===== src/rtl/dtmf_guard_pkg.sv =====
package dtmf_guard_pkg;

  typedef enum logic [1:0] {
    ST_IDLE    = 2'd0,
    ST_PRESENT = 2'd1,
    ST_HOLD    = 2'd2,
    ST_ABSENT  = 2'd3
  } steer_st_e;

  // Guard completes this cycle: zero limit completes at once,
  // otherwise the tick that brings the count up to the limit.
  function automatic logic guard_done(input logic [31:0] cnt,
                                      input logic        tick,
                                      input logic [31:0] limit);
    return (limit == 32'd0) || (tick && ((cnt + 32'd1) >= limit));
  endfunction

  function automatic logic holds_digit(input steer_st_e st);
    return (st == ST_HOLD) || (st == ST_ABSENT);
  endfunction

endpackage


===== src/rtl/dtmf_est_sync.sv =====
module dtmf_est_sync #(
  parameter int STAGES = 2
) (
  input  logic clk,
  input  logic rst,
  input  logic d,
  output logic q
);
  logic [STAGES-1:0] chain;

  always_ff @(posedge clk) begin
    if (rst) chain <= '0;
    else     chain <= {chain[STAGES-2:0], d};
  end

  assign q = chain[STAGES-1];
endmodule


===== src/rtl/dtmf_guard_timer.sv =====
module dtmf_guard_timer
  import dtmf_guard_pkg::*;
#(
  parameter int CNT_W = 16
) (
  input  logic             clk,
  input  logic             rst,
  input  logic             clr,
  input  logic             tick,
  input  logic [CNT_W-1:0] limit,
  output logic             done
);
  logic [CNT_W-1:0] cnt;

  always_ff @(posedge clk) begin
    if (rst || clr)             cnt <= '0;
    else if (tick && cnt != '1) cnt <= cnt + 1'b1;
  end

  assign done = guard_done(32'(cnt), tick, 32'(limit));
endmodule


===== src/rtl/dtmf_code_latch.sv =====
module dtmf_code_latch #(
  parameter int W = 4
) (
  input  logic         clk,
  input  logic         rst,
  input  logic         load,
  input  logic [W-1:0] d,
  output logic [W-1:0] q
);
  always_ff @(posedge clk) begin
    if (rst)       q <= '0;
    else if (load) q <= d;
  end
endmodule


===== src/rtl/dtmf_steer_guard.sv =====
module dtmf_steer_guard
  import dtmf_guard_pkg::*;
#(
  parameter int CNT_W  = 16,
  parameter int CODE_W = 4,
  parameter int SYNC_N = 2
) (
  input  logic              clk,
  input  logic              rst,
  input  logic              tick,
  input  logic              est_in,
  input  logic [CODE_W-1:0] code_in,
  input  logic [CNT_W-1:0]  present_guard,
  input  logic [CNT_W-1:0]  absent_guard,
  input  logic              out_en,
  output logic [CODE_W-1:0] data_q,
  output logic              data_drive,
  output logic              steer_dly,
  output logic              guard_out
);
  steer_st_e        st, st_nxt;
  logic             est_s;
  logic             tmr_done;
  logic             tmr_clr;
  logic [CNT_W-1:0] tmr_limit;

  // named internal events, used by the checker
  logic accept_evt, reject_evt, dropout_evt, release_evt;

  dtmf_est_sync #(.STAGES(SYNC_N)) u_sync (
    .clk(clk), .rst(rst), .d(est_in), .q(est_s)
  );

  assign tmr_limit = (st == ST_ABSENT) ? absent_guard : present_guard;
  assign tmr_clr   = (st_nxt != st);

  dtmf_guard_timer #(.CNT_W(CNT_W)) u_timer (
    .clk(clk), .rst(rst), .clr(tmr_clr), .tick(tick),
    .limit(tmr_limit), .done(tmr_done)
  );

  assign accept_evt  = (st == ST_PRESENT) &&  est_s && tmr_done;
  assign reject_evt  = (st == ST_PRESENT) && !est_s;
  assign dropout_evt = (st == ST_ABSENT)  &&  est_s;
  assign release_evt = (st == ST_ABSENT)  && !est_s && tmr_done;

  always_comb begin
    st_nxt = st;
    unique case (st)
      ST_IDLE:    if (est_s)       st_nxt = ST_PRESENT;
      ST_PRESENT: if (reject_evt)  st_nxt = ST_IDLE;
                  else if (accept_evt) st_nxt = ST_HOLD;
      ST_HOLD:    if (!est_s)      st_nxt = ST_ABSENT;
      ST_ABSENT:  if (dropout_evt) st_nxt = ST_HOLD;
                  else if (release_evt) st_nxt = ST_IDLE;
      default:    st_nxt = ST_IDLE;
    endcase
  end

  always_ff @(posedge clk) begin
    if (rst) st <= ST_IDLE;
    else     st <= st_nxt;
  end

  dtmf_code_latch #(.W(CODE_W)) u_latch (
    .clk(clk), .rst(rst), .load(accept_evt), .d(code_in), .q(data_q)
  );

  assign guard_out = holds_digit(st);

  always_ff @(posedge clk) begin
    if (rst) steer_dly <= 1'b0;
    else     steer_dly <= guard_out;
  end

  assign data_drive = out_en;
endmodule


===== config.mk =====
export PLATFORM = sky130hd
export DESIGN_NAME = dtmf_steer_guard
export DESIGN_NICKNAME = d
export VERILOG_FILES = /design/src/rtl/dtmf_guard_pkg.sv /design/src/rtl/dtmf_est_sync.sv /design/src/rtl/dtmf_guard_timer.sv /design/src/rtl/dtmf_code_latch.sv /design/src/rtl/dtmf_steer_guard.sv
export SDC_FILE = /design/constraint.sdc
export NUM_CORES = 1
export LEC_CHECK = 0
export ABC_AREA = 1
export ABC_CLOCK_PERIOD_IN_PS = 2600
export BUFFER_PORTS_ARGS = -buffer_cell sky130_fd_sc_hd__clkbuf_2
export CORE_MARGIN = 1.5
export CORE_UTILIZATION = 25
export DETAILED_ROUTE_END_ITERATION = 7
export HOLD_SLACK_MARGIN = 0.06
export PLACE_DENSITY = 0.46
export SLEW_MARGIN = 10
export SYNTH_ARGS = -nofsm -noshare
export SYNTH_HDL_FRONTEND = slang
export SYNTH_SLANG_ARGS = --single-unit

===== constraint.sdc =====
create_clock -name clk -period 2.6 [get_ports clk]
set_input_delay 0 -clock clk [delete_from_list [all_inputs] [get_ports clk]]
set_output_delay 0 -clock clk [all_outputs]
set_load 0.05 [all_outputs]

### After elaboration in Yosys (flattened, before gate mapping)

Cells that the tools add are included.

| operators by class | value |
|---|---|
| reduce and logical (&&, ||, !) cells | 14 |
| $lt $le $gt $ge | 1 |
| equal/unequal tests | 5 |
| $add $sub $neg | 2 |
| muxes and demuxes | 8 |

Operators with widths:

| operator | count |
|---|---|
| >= comparator 32 x 16 -> 1 bit | 1 |
| adder 16 x 1 -> 17 bit, second input constant | 1 |
| adder 16 x 1 -> 16 bit, second input constant | 1 |
| logical NOT 16 bit | 1 |
| 2-to-1 mux 16 bit | 1 |
| inequality test 16 bit, second input constant | 1 |
| 2-to-1 mux 2 bit | 6 |
| logical AND 1 bit | 8 |
| case mux 2 bit (4 select lines) | 1 |
| == test 2 bit, second input constant | 2 |
| logical OR 1 bit | 3 |
| == test 2 x 1 -> 1 bit, second input constant | 1 |
| logical NOT 2 bit | 1 |
| inequality test 2 bit | 1 |
| logical NOT 1 bit | 1 |

| storage, ports and cells | value |
|---|---|
| register bits after elaboration | 25 |
| bits of input ports | 41 |

### Longest topological paths before layout

Gate-level depths: netlist of the first run.

| depth | value |
|---|---|
| word-level depth | 11 |
| depth in mapped cells | 21 |

### By module

From an unflattened synthesis of the first run, not the netlist that was laid out.

| second synthesis, totals | value |
|---|---|
| cell total of the unflattened synthesis | 335 |
| area total of the unflattened synthesis | 2150.8 sq um |

Modules (own cells, without submodules):

| module | instances | cells an instance | area each (sq um) |
|---|---|---|---|
| dtmf_guard_timer | 1 | 224 | 1514.0 |
| dtmf_steer_guard | 1 | 79 | 409.1 |
| dtmf_code_latch | 1 | 26 | 172.7 |
| dtmf_est_sync | 1 | 6 | 55.1 |

### Worst setup path before layout of the first run

No wires, ideal clock.

| timing path | value |
|---|---|
| path kind | register to register |
| start point | reg u_timer.cnt[0] |
| end point | reg u_timer.cnt[4] |
| path buffers | 1 |
| arrival | 2.276 ns |
| path slack | 0.213 ns |
| stages on the path, launching flop included | 20 |
| cell sequence | dfxtp_1 ha_1 nand3_1 nor2_1 nand3_1 xor2_1 inv_1 ha_1 nand2_1 nor2_1 nand2_1 nor2_1 nand2_1 nand2_1 nand2_1 nand2_1 nand2_2 nand2_4 buf_8 nor2_1 |

| on the way | value |
|---|---|
| cells in the longest elaborated chain, start to end | 10 |
| elaborated cells between the ends (all ways) | 16 |

Ends and longest elaborated chain:

| element | RTL line | text |
|---|---|---|
| start: declaration | dtmf_guard_timer.sv:13 | `logic [CNT_W-1:0] cnt;` |
| start signal: assignment | dtmf_guard_timer.sv:17 | `else if (tick && cnt != '1) cnt <= cnt + 1'b1;` |
| adder 16 x 1 -> 17 bit | dtmf_guard_pkg.sv:15 | `return (limit == 32'd0) \|\| (tick && ((cnt + 32'd1) >= limit));` |
| >= comparator 32 x 16 -> 1 bit | dtmf_guard_pkg.sv:15 |  |
| logical AND 1 bit | dtmf_guard_pkg.sv:15 |  |
| logical OR 1 bit | dtmf_guard_pkg.sv:15 |  |
| logical AND 1 bit, on equally long branches | dtmf_steer_guard.sv:45, dtmf_steer_guard.sv:42 |  |
| 2-to-1 mux 2 bit, on equally long branches | dtmf_steer_guard.sv:55, dtmf_steer_guard.sv:52 |  |
| 2-to-1 mux 2 bit, on equally long branches | dtmf_steer_guard.sv:54, dtmf_steer_guard.sv:51 |  |
| case mux 2 bit (4 select lines) | dtmf_steer_guard.sv:49 | `unique case (st)` |
| inequality test 2 bit | dtmf_steer_guard.sv:35 | `assign tmr_clr = (st_nxt != st);` |
| logical OR 1 bit | dtmf_guard_timer.sv:16 | `if (rst \|\| clr) cnt <= '0;` |

Several ways; a longest one is shown, not always the timed one.
A chain may end at the register's enable or synchronous reset.

### Worst setup path in the final report of the first run

| timing path | value |
|---|---|
| start point | reg u_timer.cnt[0] |
| end point | reg u_latch.q[2] |

| on the way | value |
|---|---|
| cells in the longest elaborated chain, start to end | 5 |

Ends and longest elaborated chain:

| element | RTL line | text |
|---|---|---|
| adder 16 x 1 -> 17 bit | dtmf_guard_pkg.sv:15 |  |
| >= comparator 32 x 16 -> 1 bit | dtmf_guard_pkg.sv:15 |  |
| logical AND 1 bit | dtmf_guard_pkg.sv:15 |  |
| logical OR 1 bit | dtmf_guard_pkg.sv:15 |  |
| logical AND 1 bit | dtmf_steer_guard.sv:42 | `assign accept_evt = (st == ST_PRESENT) && est_s && tmr_done;` |
| end signal: assignment | dtmf_code_latch.sv:11 | `if (rst) q <= '0;` |
| end signal: assignment | dtmf_code_latch.sv:12 | `else if (load) q <= d;` |
| end: declaration | dtmf_code_latch.sv:8 | `output logic [W-1:0] q` |

Every way passes these cells.

==> results.sh, run 1 <==
export IMPL_final_hold_violation_count=0
export IMPL_yosysSeqAreaShare_pct=23.7
export IMPL_critPathMaxFanout=10
export IMPL_p_int_w=0.000565
export IMPL_antenna_cells=0
export IMPL_syn_cell_area_sq_um=2110
export IMPL_die_h_um=94.9
export IMPL_max_freq_mhz=404
export IMPL_syn2layout_area_growth_pct=35.4
export IMPL_synth_cells=341
export IMPL_p_leak_nw=1.50
export IMPL_swShare_pct=27.6
export IMPL_port_buffers=45
export IMPL_vias=2187
export IMPL_setup_viol=0
export IMPL_dp_hpwl_um=4420
export IMPL_clkSinkCount=25
export IMPL_synth_top_cells_by_area="dfxtp_1 (24%), nand2_1 (16%), inv_1 (11%)"
export IMPL_initialDrtViolationCount=61
export IMPL_powerDensity_nw_per_um2=273
export IMPL_rows=33
export IMPL_syn_nets=399
export IMPL_ys_seq_elements=25
export IMPL_yosys_warnings=0
export IMPL_root_buffer="clkbuf_8"
export IMPL_p_switching_w=0.000215
export IMPL_p_seq_share_pct=50.3
export IMPL_ys_types=27
export IMPL_total_power_w=0.000780
export IMPL_arrival_ns=2.65
export IMPL_final_common_cell="nand2_1"
export IMPL_period_share_pct=95.2
export IMPL_relSlewSlack_pct=52.1
export IMPL_combPwrFrac_pct=19.1
export IMPL_hold_class="in -> reg"
export IMPL_clk_path_buf_depth=2
export IMPL_numCtsBuffers=3
export IMPL_report_final_slew_viol_count=0
export IMPL_vdd_drop_max_mv=0.184
export IMPL_cts_max_level=1
export IMPL_tritoncts="yes"
export IMPL_grt_ovfl_total=0
export IMPL_num_nets_final=471
export IMPL_grt_pass1_vias=1907
export IMPL_drt_wl_total_um=5620
export IMPL_path_class="reg -> reg"
export IMPL_grt_pass1_wl_um=8630
export IMPL_clock_latency_ns=0.27
export IMPL_wl_per_cell_um=10.9
export IMPL_syn_avg_cell_area_sq_um=6.19
export IMPL_io_pins=48
export IMPL_fp_dieW_um=94.9
export IMPL_drive_gt1_share_pct=27.9
export IMPL_viasPerCell=4.23
export IMPL_synth_top_cell_by_area="dfxtp_1"
export IMPL_dieArea_sq_um=9000
export IMPL_grt_max_degree=29
export IMPL_timing_final_crit_period_ns=2.48
export IMPL_clockPowerShare_pct=30.7
export IMPL_layout_common_cells="nand2_1 (87), inv_1 (62), clkbuf_2 (45)"
export IMPL_setup_tns_final_ns=0
export IMPL_regToRegSetupSlack_ns=0.12
export IMPL_skew_ns=0.00448
export IMPL_status="completed"
export IMPL_initial_utilization_pct=25.7
export IMPL_required_ns=2.77
export IMPL_path_clk_slew_ns=0.09
export IMPL_drc=0
export IMPL_maxCapViolCount=0
export IMPL_detail_route_antenna_nets=0
export IMPL_core_region_area_sq_um=8220
export IMPL_dp_slack_ns=-0.165
export IMPL_start_kind="register"
export IMPL_crit_path_end_kind="register"
export IMPL_first_pass_iters=6
export IMPL_tightest_slew_ns=0.715
export IMPL_synth_top_cell_area_share_pct=23.7
export IMPL_place_congestion=0.874
export IMPL_timing_final_ws_setup_ns=0.124
export IMPL_antenna_found_initial=0
export IMPL_grt_util_all_layers_pct=12.1
export IMPL_rsz0062_at_grt="true"
-- stage by stage --
| step | cells | util [%] | hold slack [ns] | area (sq um) |
|---|---|---|---|---|
| 2_1_floorplan | 341 | - | 0.0712 | 2110 |
| 3_3_place_gp | 497 | 30.4 | 0.00101 | 2500 |
| 3_5_place_dp | 497 | 30.4 | 0.00101 | 2500 |
| 4_1_cts | 512 | 32.7 | 0.174 | 2680 |
| 5_1_grt | 517 | 34.8 | 0.220 | 2860 |
| 6_report | 517 | 34.8 | 0.170 | 2860 |
-- what timing repair did --
| item | 4_1_cts | 5_1_grt |
|---|---|---|
| setup endpoints to repair | 22 | 22 |
| endpoints found under the hold margin | 9 | 0 |
| hold buffers | 8 | 0 |
| gates cloned | 0 | 1 |
| setup buffers | 3 | 4 |
| resized for setup | 8 | 38 |
| pin swaps | 2 | 10 |
-- area by class of cell --
class	instances	area, sq um
clock buffers	4	45.0
fillers	906	5360
inverters	66	248
multi-input cells	241	1430
flip-flops and latches	25	517
well taps	105	131
repair buffers	76	485
-- Yosys cell counts (all sizes together) --
| cell type | n |
|---|---|
| nand2 | 94 |
| inv | 66 |
| nor2 | 52 |
| dfxtp | 25 |
| o21ai | 18 |
| ha | 17 |
| nand3 | 17 |
| xor2 | 13 |
| a21oi | 12 |
| buf | 9 |
| nand4 | 7 |
| nor3 | 3 |
| mux2i | 2 |
| o21a | 2 |
| xnor2 | 2 |
| a21o | 1 |
| clkbuf | 1 |
-- worst paths after layout --
kind | cells past startpoint | to | startpoint
max | 19 | u_latch.q[2]$_SDFFE_PP0P_ | u_timer.cnt[0]$_SDFFE_PP0P_
max reg2reg | 19 | u_latch.q[2]$_SDFFE_PP0P_ | u_timer.cnt[0]$_SDFFE_PP0P_
min reg2reg | 2 | u_sync.chain[1]$_SDFF_PP0_ | u_sync.chain[0]$_SDFF_PP0_
min | 5 | u_timer.cnt[0]$_SDFFE_PP0P_ | tick
-- per-layer routing --
metal / global-route usage, % / vias to the layer above / share of wire, %
li1: - / 1180 / -
met1: 16.1 / 962 / 50
met2: 21.0 / 37 / 46
met3: 1.05 / 8 / 2.0
met4: 3.36 / 0 / 2.5
met5: 0 / - / 0
-- worst max-delay path, cell delays in order, from the launching register on --
cell and delay [ns]:
dfxtp_4 0.39, ha_4 0.14, buf_6 0.09, nand4_1 0.16, nor2_2 0.19, xor2_2 0.22, ha_1 0.26, nand2_1 0.06
inv_1 0.04, nand2_1 0.05, nand2_1 0.04, nand2_1 0.05, nand2_1 0.05, nor2_1 0.09, nand2_1 0.05, nand2_1 0.06
nand2_2 0.08, buf_6 0.15, a21oi_1 0.12, nor2_1 0.06
-- registers in the layout (all words and copies together), names as in the netlist --
signal        cells
u_latch.q         4
steer_dly         1
u_sync.chain      2
st                2
u_timer.cnt      16
-- cell families after synthesis --
logic type,Yosys count,synth area share (%)
AND/OR/NAND/NOR,173,34.6
multiplexers,2,0.948
flip-flops,25,23.7
XOR/XNOR,15,6.22
AO/OA/AOI/OAI,33,8.36
buffers and inverters,76,16.1
adder cells (fa/ha/maj),17,10.1
-- power groups by stage --
stage          Clock, W  Combinational (W)  Sequential (W)
2_1_floorplan         0          0.0000832        0.000399
6_report       0.000239           0.000149        0.000392
3_5_place_dp          0           0.000127        0.000399
3_3_place_gp          0           0.000127        0.000399
5_1_grt        0.000259           0.000169        0.000393
4_1_cts        0.000253           0.000141        0.000391
Note: power is estimated with default switching activity, not from simulation.
==> run 2: changes to the inputs <==
Settings changed: ABC_AREA 1 to default, MAX_ROUTING_LAYER from default to met4, REMOVE_ABC_BUFFERS from default to 1.
==> results.sh, run 2 <==
export IMPL_maxCapViolCount=0
export IMPL_grt_pass1_vias=2015
export IMPL_ys_top_cells_by_count="nor2_1 (37), dfxtp_1 (25), xnor2_1 (25)"
export IMPL_first_pass_iters=4
export IMPL_synth_top_cell_area_share_pct=25.3
export IMPL_dp_hpwl_um=4260
export IMPL_initialDrtViolationCount=109
export IMPL_path_clk_slew_ns=0.10
export IMPL_syn_cell_area_sq_um=1980
export IMPL_hold_class="in -> reg"
export IMPL_drc=0
export IMPL_regArea_sq_um=518
export IMPL_syn2layout_area_growth_pct=58.9
export IMPL_grt_pass1_wl_um=9370
export IMPL_hp_start="tick"
export IMPL_grt_util_all_layers_pct=14.4
export IMPL_arrival_ns=2.98
export IMPL_start_kind="register"
export IMPL_report_final_slew_viol_count=0
export IMPL_yosysSeqAreaShare_pct=25.3
export IMPL_timing_final_crit_period_ns=2.76
export IMPL_place_congestion=0.771
export IMPL_powerDensity_nw_per_um2=250
export IMPL_synth_edf_count=0
export IMPL_fin_area_sq_um=3150
export IMPL_num_nets_final=406
export IMPL_top_regs="u_timer.cnt: 16 flops, u_latch.q: 4 flops"
export IMPL_synth_top_cells_by_area="dfxtp_1 (25%), mux2i_1 (11%), xnor2_1 (11%)"
export IMPL_yosysMostFrequentCell="nor2_1"
export IMPL_fp_dieW_um=92.0
export IMPL_vias=1964
export IMPL_hold_worst_slack_ns=0.265
export IMPL_p_leak_nw=1.48
export IMPL_critPathMaxFanout=4
export IMPL_path_class="reg -> reg"
export IMPL_crit_path_max_incr_delay_ns=0.39
export IMPL_crit_slowest_cell="a2111o_1"
export IMPL_crit_path_frequent_cell="nand4_1"
export IMPL_viasPerCell=4.37
export IMPL_core_region_area_sq_um=7690
export IMPL_drive_gt1_share_pct=47.0
export IMPL_detail_route_antenna_nets=0
export IMPL_regMostFlops="u_timer.cnt"
export IMPL_wl_per_cell_um=12.5
export IMPL_drt_wl_total_um=5620
export IMPL_ys_async_sr_fraction_pct=0
export IMPL_numCtsBuffers=3
export IMPL_grt_max_degree=17
export IMPL_rsz0062_at_grt="true"
export IMPL_cts_max_level=1
export IMPL_crit_path_start="u_timer.cnt[0]$_SDFFE_PP0P_"
export IMPL_relSlewSlack_pct=60.6
export IMPL_setup_viol=22
export IMPL_multi_input_area_sq_um=1550
export IMPL_clk_path_buf_depth=2
export IMPL_tritoncts="yes"
export IMPL_largest_reg_flops=16
export IMPL_required_ns=2.82
export IMPL_max_freq_mhz=363
export IMPL_period_share_pct=106
export IMPL_root_buffer="clkbuf_8"
export IMPL_layout_common_cells="buf_4 (69), clkbuf_2 (45), nor2_1 (32)"
export IMPL_placed_area_sq_um=2660
export IMPL_skew_ns=0.0124
export IMPL_antenna_found_initial=0
export IMPL_timing_final_ws_setup_ns=-0.158
export IMPL_clock_latency_ns=0.28
export IMPL_crit_path_end_kind="register"
export IMPL_final_common_cell="buf_4"
export IMPL_dieArea_sq_um=8470
export IMPL_tightest_slew_ns=0.589
export IMPL_final_hold_violation_count=0
export IMPL_rows=32
export IMPL_ys_types=39
export IMPL_initial_utilization_pct=25.8
export IMPL_ys_seq_elements=25
export IMPL_synth_flop_cell="dfxtp_1"
export IMPL_syn_avg_cell_area_sq_um=8.73
export IMPL_io_pins=48
export IMPL_r2r_start="u_timer.cnt[0]$_SDFFE_PP0P_"
export IMPL_port_buffers=45
export IMPL_die_h_um=92.0
export IMPL_vdd_drop_max_mv=0.148
export IMPL_clkSinkCount=25
export IMPL_antenna_cells=0
export IMPL_status="finished, violations left"
export IMPL_final_fill_count=789
export IMPL_grt_ovfl_total=0
export IMPL_violations="negative setup slack"
export IMPL_yosys_warnings=0
export IMPL_path_cells="buf_6 -> nand3_4 -> nor4_4 -> buf_4 -> nand4_1 -> xnor2_1 -> ha_1 -> nand4_1 -> a2111o_1 -> a31o_4 -> a21oi_4 -> mux2i_1"
export IMPL_synth_top_cell_by_area="dfxtp_1"
export IMPL_synth_cells=227
[run 2: cell count changes after synthesis, sizes merged, moves of 5 or more]
cell,before,now
xnor2,2,25
inv,66,3
a21oi,12,7
mux2i,2,22
nor4,0,8
o21ai,18,2
nand2b,0,10
nand2,94,17
xor2,13,6
nor2b,0,5
nor2,52,38
nand3,17,7
[run 2: final cells by class]
cell class | instances | share of cell area [%]
Tap cell | 102 | 4.05
Timing Repair Buffer | 127 | 28.5
Multi-Input combinational cell | 188 | 49.1
Sequential cell | 25 | 16.4
Clock buffer | 3 | 1.31
Clock inverter | 1 | 0.238
Inverter | 3 | 0.358
[run 2: path summary, 6_finish.rpt]
| path | slack (ns) | end | depth (start not counted) |
|---|---|---|---|
| max reg2reg | -0.16 | u_latch.q[3]$_SDFFE_PP0P_ | 12 |
| max | -0.16 | u_latch.q[3]$_SDFFE_PP0P_ | 12 |
| min reg2reg | 0.45 | u_sync.chain[1]$_SDFF_PP0_ | 1 |
| min | 0.26 | u_timer.cnt[11]$_SDFFE_PP0P_ | 5 |
[run 2: repair_timing]
| action | CTS | global route |
|---|---|---|
| gates resized for setup | 29 | 11 |
| buffers inserted | 25 | 1 |
| setup endpoints to repair | 22 | 22 |
| pin swaps | 19 | 8 |
| hold buffers | 8 | 0 |
| endpoints found under the hold margin | 8 | 0 |
[run 2: through the flow]
step	instances	utilization (%)	power, W	setup WS, ns	TNS [ns]
global placement	412	34.6	0.000527	-0.427	-8.19
floorplan	216	-	0.000454	-0.569	-9.56
finish	449	41.0	0.000789	-0.158	-1.75
CTS	449	40.4	0.000798	-0.149	-1.80
global route	449	41.0	0.000832	-0.295	-4.84
detailed placement	412	34.6	0.000528	-0.471	-9.07
[run 2: per-layer routing]
layer,vias to the layer above,track usage [%],part of all wire [%]
met4,0,4.49,1.5
met1,885,17.6,46
met5,-,-,0
met3,7,1.82,3.7
met2,38,24.6,48
li1,1034,-,-
[run 2: worst max-delay path, delay by kind of cell, from the launching register on]
family	cells	cell delay, ns
AO/OA/AOI/OAI	3	0.87
buffers and inverters	2	0.27
XOR/XNOR	1	0.18
adder cells (fa/ha/maj)	1	0.32
multiplexers	1	0.22
AND/OR/NAND/NOR	4	0.48
flip-flops	1	0.37
[run 2: cell families after synthesis]
| kind of cell | synth area share, % |
|---|---|
| buffers and inverters | 3.85 |
| AO/OA/AOI/OAI | 7.32 |
| flip-flops | 25.3 |
| adder cells (fa/ha/maj) | 10.7 |
| XOR/XNOR | 13.7 |
| multiplexers | 12.2 |
| AND/OR/NAND/NOR | 26.9 |
[run 2: where the power goes]
group | internal [W] | leakage, nW | total [W] | switching [W]
clock | 0.000109 | 0.0217 | 0.000244 | 0.000135
sequential | 0.000386 | 0.207 | 0.000391 | 0.00000445
combinational | 0.0000822 | 1.25 | 0.000155 | 0.0000723
